### src/rtl/ic_resp_grid.sv
module ic_resp_grid #(
  parameter int M = 3,
  parameter int T = 16,
  localparam int NN = M * T,
  localparam int K = M * (T - 1) + (M - 1) * T
) (
  input  logic          clk,
  input  logic          rst_n,
  input  logic          start,
  input  logic          shift_en,
  input  logic [NN-1:0] net_in,
  output logic [NN-1:0] drv_out,
  output logic          done,
  output logic          ser_out,
  output logic [K-1:0]  syndrome
);
  localparam int KI = M * (T - 1);

  logic [2:0]   ph;
  logic [1:0]   vec;
  logic         ref_x;
  logic         smp;
  logic [K-1:0] miss;

  assign vec   = (ph == 3'd2) ? 2'b01 : (ph == 3'd3) ? 2'b10 : 2'b00;
  assign ref_x = (ph == 3'd3) || (ph == 3'd4);
  assign smp   = (ph >= 3'd2) && (ph <= 3'd4);
  assign done  = (ph == 3'd5);
  assign ser_out = syndrome[0];

  for (genvar s = 0; s < M; s++) begin : g_set
    for (genvar j = 0; j < T; j++) begin : g_drv
      assign drv_out[s*T+j] = vec[(s+j)%2];
    end
    for (genvar j = 0; j < T - 1; j++) begin : g_intra
      assign miss[s*(T-1)+j] = net_in[s*T+j] ^ net_in[s*T+j+1] ^ ref_x;
    end
  end

  for (genvar s = 0; s < M - 1; s++) begin : g_cross
    for (genvar j = 0; j < T; j++) begin : g_inter
      assign miss[KI+s*T+j] = net_in[s*T+j] ^ net_in[(s+1)*T+j] ^ ref_x;
    end
  end

  always_ff @(posedge clk) begin
    if (!rst_n) begin
      ph       <= 3'd0;
      syndrome <= '0;
    end else if (start) begin
      ph       <= 3'd1;
      syndrome <= '0;
    end else begin
      if (ph != 3'd0 && ph != 3'd5) ph <= ph + 3'd1;
      if (smp) syndrome <= syndrome | miss;
      else if (done && shift_en) syndrome <= syndrome >> 1;
    end
  end

  a_r7_start_clears: assert property (@(posedge clk) disable iff (!rst_n)
    start |=> (syndrome == '0 && !done));

  a_r2_first_vector_zero: assert property (@(posedge clk) disable iff (!rst_n)
    start |=> (drv_out == '0));

  a_r6_sticky: assert property (@(posedge clk) disable iff (!rst_n)
    (!start && !(done && shift_en)) |=> ((syndrome & $past(syndrome)) == $past(syndrome)));

  a_r8_done_latency: assert property (@(posedge clk) disable iff (!rst_n)
    $rose(done) |-> $past(start, 5));

  a_r11_frozen_when_done: assert property (@(posedge clk) disable iff (!rst_n)
    (done && !start && !shift_en) |=> $stable(syndrome));
endmodule

### config.mk
export PLATFORM = sky130hd
export DESIGN_NAME = ic_resp_grid
export DESIGN_NICKNAME = d
export VERILOG_FILES = /design/src/rtl/ic_resp_grid.sv
export SDC_FILE = /design/constraint.sdc
export NUM_CORES = 1
export LEC_CHECK = 0
export ABC_AREA = 1
export CAP_MARGIN = 10
export CORE_MARGIN = 4
export CORE_UTILIZATION = 25
export CTS_CLUSTER_SIZE = 20
export DETAILED_ROUTE_END_ITERATION = 12
export GPL_ROUTABILITY_DRIVEN = 0
export PLACE_DENSITY = 0.49
export SYNTH_ARGS = -nofsm -noshare
export SYNTH_HDL_FRONTEND = slang
export SYNTH_SLANG_ARGS = --single-unit
export TNS_END_PERCENT = 100
### constraint.sdc
create_clock -name clk -period 5.1 [get_ports clk]
set_input_delay 1.02 -clock clk [delete_from_list [all_inputs] [get_ports clk]]
set_output_delay 1.02 -clock clk [all_outputs]
set_load 0.005 [all_outputs]
# ---- Yosys cells after proc, flatten, opt, wreduce, memory -nomap -nowiden
# Index checks and enable logic that the tools add are counted.
dict set report totals {
  regBits 80
  in_bits 52
  output_inout_bits 127
  word_cells 181
}
dict set report classes {
  addsub 1
  n_lt_le_gt_ge 2
  n_eq_ne 5
  n_mux 6
  bitwise 156
  n_reduce_logical 8
}
# cell n
set op_table {}
lappend op_table {{2-to-1 mux 77 bit} 2}
lappend op_table {{XOR 1 bit} 154}
lappend op_table {{OR 77 bit} 1}
lappend op_table {{== test 3 x 2 -> 1 bit, second input constant} 2}
lappend op_table {{== test 3 bit, second input constant} 2}
lappend op_table {{2-to-1 mux 2 bit} 2}
lappend op_table {{nonzero test 2 bit} 2}
lappend op_table {{adder 3 x 1 -> 3 bit, second input constant} 1}
lappend op_table {{greater-or-equal comparator 3 x 2 -> 1 bit, second input constant} 1}
lappend op_table {{less-or-equal comparator 3 bit, second input constant} 1}
lappend op_table {{logical AND 1 bit} 3}
lappend op_table {{inequality test 3 bit, second input constant} 1}
lappend op_table {{nonzero test 3 bit} 1}
lappend op_table {{2-to-1 mux 1 bit} 2}
lappend op_table {{OR reduction 2 bit} 1}
lappend op_table {{logical OR 1 bit} 1}
lappend op_table {{NOT 1 bit} 1}

# ---- Logic depth before layout (Yosys ltp)
dict set report depth {
  ltp_word 5
  depth_mapped 11
  mapped_depth_nobuf 9
}

# ---- Least setup slack after synthesis
# Ideal clock, no wire load.
dict set report synth_path {
  kind {flip-flop to output port}
  startpoint {register ph[0]}
  endpoint {output drv_out[11]}
  arrival_ps 2271
  required_ps 4080
  path_slack_ps 1809
  stages_incl_launch_ff 7
  n_path_buf 1
  cell_sequence {dfxtp_1 inv_1 ha_1 inv_1 nor2_1 nor2_1 buf_4}
}
dict set report synth_via {
  elab_chain_len 3
  elab_cells_between_ends 4
  classes_between {eq/ne: 2; mux: 2}
}
# item line_no
set synth_lines {}
lappend synth_lines {{start, declared} 19} ;# logic [2:0] ph;
lappend synth_lines {{start signal, assigned} 54} ;# if (ph != 3'd0 && ph != 3'd5) ph <= ph + 3'd1;
lappend synth_lines {{== test 3 x 2 -> 1 bit} 25} ;# assign vec = (ph == 3'd2) ? 2'b01 : (ph == 3'd3) ? 2'b10 : 2'b00;
lappend synth_lines {{2-to-1 mux 2 bit} 25}
lappend synth_lines {{2-to-1 mux 2 bit *} 25}
lappend synth_lines {{end, declared} 12} ;# output logic [NN-1:0] drv_out,
# Every way passes the cells marked *; elsewhere a longest branch is shown, timed or not.

# ---- Worst setup path in the final report
dict set report layout_path {
  startpoint {register ph[0]}
  endpoint {output drv_out[35]}
}
# The elaborated chain is that of the path after synthesis.

==> flow_metrics.env <==
export IMPL_status="completed"
export IMPL_p_clk_frac=0.368
export IMPL_max_freq_ghz=0.299
export IMPL_clkSlewWorstSetupHoldPaths_ns=0.06
export IMPL_holdBufCountCts=0
export IMPL_ant_nets=0
export IMPL_htreeDepth=3
export IMPL_crit_path_max_incr_delay_ns=0.55
export IMPL_worstHoldPathCells=2
export IMPL_grt_pass1_wl_um=40100
export IMPL_synth_yosys_seq_area_share=0.234
export IMPL_route_vias_total=7559
export IMPL_finClkSkew_ns=0.00727
export IMPL_cts_buffers=9
export IMPL_synth_nets=1330
export IMPL_p_sw_uw=666
export IMPL_route_met3_wl_um=1270
export IMPL_rsz0062_at_grt="no"
export IMPL_final_cell_mix="464 x nand2_1, 206 x inv_1, 178 x clkdlybuf4s50_1, 153 x nand3_1, 81 x nor2_1"
export IMPL_cp_max_fo=25
export IMPL_clkLatencyLatePin_ns=0.35
export IMPL_ir_worst_vdd_mv=0.194
export IMPL_dpl_cell_area_mm2=0.00849
export IMPL_seq_power_share=0.348
export IMPL_setup_violations=0
export IMPL_hp_start="syndrome[68]"
export IMPL_syn_inst=1273
export IMPL_finalSetupTns_ns=0
export IMPL_met1_length_um=12200
export IMPL_whs_endpoint="syndrome[68]"
export IMPL_crit_slowest_cell="clkdlybuf4s50_1"
export IMPL_drive_above_1_share=0.0388
export IMPL_final_common_cell="nand2_1"
export IMPL_cts_sinks=80
export IMPL_ios=179
export IMPL_antenna_found_initial=4
export IMPL_wire_per_inst_um=15.0
export IMPL_leakagePower_nw=3.90
export IMPL_critPathArrivalTime_ns=2.32
export IMPL_grt_max_degree=79
export IMPL_power_frac_comb=0.284
export IMPL_hold_worst_slack_ns=0.501
export IMPL_rr_endpoint="syndrome[76]"
export IMPL_p_per_area_mw_per_mm2=226
export IMPL_tritoncts="yes"
export IMPL_final_area_mm2=0.00881
export IMPL_port_buffers=178
export IMPL_first_global_vias=6786
export IMPL_cts_buffer_depth=2
export IMPL_critPathCaptureType="output pin"
export IMPL_ff2ff_path_depth=10
export IMPL_hold_viol=0
export IMPL_initial_utilization=0.254
export IMPL_synth_seq_cells=80
export IMPL_fin_nets=1419
export IMPL_core_mm2=0.0270
export IMPL_row_count=60
export IMPL_drtPass1Iterations=5
export IMPL_rr_startpoint="ph[0]"
export IMPL_dieHeight_um=174
export IMPL_drt_initial_drc_count=605
export IMPL_overflow=0
export IMPL_maxSlewViolCount=0
export IMPL_tightest_slew_ns=0.899
export IMPL_syn_avg_cell_area_um2=5.38
export IMPL_startpoint_type="flip-flop"
export IMPL_period_share=0.655
export IMPL_max_slew_margin=0.401
export IMPL_critPathKind="flip-flop to output pin"
export IMPL_yosysWarnings=0
export IMPL_regToRegSetupSlack_ns=2.02
export IMPL_netlist_area_mm2=0.00685
export IMPL_period_needed_ns=3.34
export IMPL_nFillCells=3034
export IMPL_clock_root_buffer="clkbuf_16"
export IMPL_cts_resized=0
export IMPL_diodes=0
export IMPL_gr_usage_all_layers=0.167
export IMPL_post_drt_via_cell_ratio=4.43
export IMPL_fp_dieArea_mm2=0.0301
export IMPL_die_x_um=174
export IMPL_highest_layer="met5"
export IMPL_p_int_mw=1.32
export IMPL_drv_cap=0
export IMPL_route_met2_wl_um=11700
export IMPL_crit_chain="inv_1 -> ha_1 -> inv_1 -> nor2_1 -> buf_4 -> nor2_1 -> buf_4 -> clkdlybuf4s50_1"
export IMPL_drt_wl_total_um=25600
export IMPL_synth_cell_types=20
export IMPL_cp_required_ns=4.08
export IMPL_min_path_type="flip-flop to flip-flop"
export IMPL_post_cts_setup_buffer_count=0
export IMPL_syn_to_final_growth_pct=28.5
export IMPL_swShare=0.335
export IMPL_drc=0
export IMPL_detailed_place_hpwl_um=18400
[cells in the mapped netlist (all sizes together)]
cell / count / area share
nand2: 470 / 0.26
nor2: 81 / 0.044
clkinv: 1 / 0.00055
o21ai: 80 / 0.058
ha: 5 / 0.0091
dfxtp: 80 / 0.23
nand3: 154 / 0.11
clkbuf: 25 / 0.014
a21oi: 81 / 0.067
buf: 86 / 0.085
inv: 210 / 0.12
[cells by family after synthesis]
logic type               share of synthesized area
adder cells (fa/ha/maj)                    0.00913
AND/OR/NAND/NOR                              0.418
AO/OA/AOI/OAI                                0.125
buffers and inverters                        0.214
flip-flops                                   0.234
[critical path, delay by kind of cell (launching register included)]
| family | cells | cell delay, ns |
|---|---|---|
| adders and majority gates | 1 | 0.20 |
| buffers and inverters | 5 | 1.19 |
| DFF | 1 | 0.42 |
| and+or+nand+nor | 2 | 0.16 |
[flip-flops by register name, summed over array words and instances (netlist names)]
name / flops
syndrome: 77
ph: 3
[area by class of cell]
cell class	instances	area (um2)	share of cell area
timing repair buffer	189	1880	0.213
multi-input combinational	871	3790	0.430
tap	341	427	0.0484
clock inverter	7	95.1	0.0108
clock buffer	9	225	0.0256
inverter	211	792	0.0899
sequential	80	1600	0.182
[per-stage QoR]
stage               power [mW]  setup WS [ns]  cells   util
floorplan                 1.05           1.81   1273      -
CTS                       2.02           1.73   1708  0.327
detailed placement        1.28           2.01   1692  0.315
finish                    1.99           1.76   1708  0.327
global route              2.12           1.55   1708  0.327
global placement          1.27           2.06   1692  0.315
[power by group through the flow]
| stage | clock (mW) | sequential [mW] | combinational (mW) |
|---|---|---|---|
| 5_1_grt | 0.777 | 0.698 | 0.646 |
| 6_report | 0.731 | 0.692 | 0.565 |
| 2_1_floorplan | 0 | 0.697 | 0.358 |
| 4_1_cts | 0.755 | 0.692 | 0.572 |
| 3_3_place_gp | 0 | 0.706 | 0.568 |
| 3_5_place_dp | 0 | 0.706 | 0.570 |
[metal layers]
| layer | track usage | vias up |
|---|---|---|
| met4 | 0.0369 | 8 |
| met5 | 0 | - |
| met2 | 0.271 | 147 |
| met3 | 0.0360 | 25 |
| met1 | 0.228 | 3366 |
| li1 | - | 4013 |
[worst max-delay path by stage]
| stage | from | to | cells past startpoint | slack, ns |
|---|---|---|---|---|
| finish | ph[0] | drv_out[35] | 8 | 1.76 |
| global route | ph[0] | drv_out[22] | 8 | 1.55 |
| CTS | ph[0] | drv_out[35] | 8 | 1.73 |
| detailed placement | ph[0] | syndrome[20] | 10 | 2.01 |
| global placement | ph[0] | syndrome[20] | 10 | 2.06 |
| floorplan | ph[0] | drv_out[11] | 6 | 1.81 |
Power figures use the tool's default switching activity.
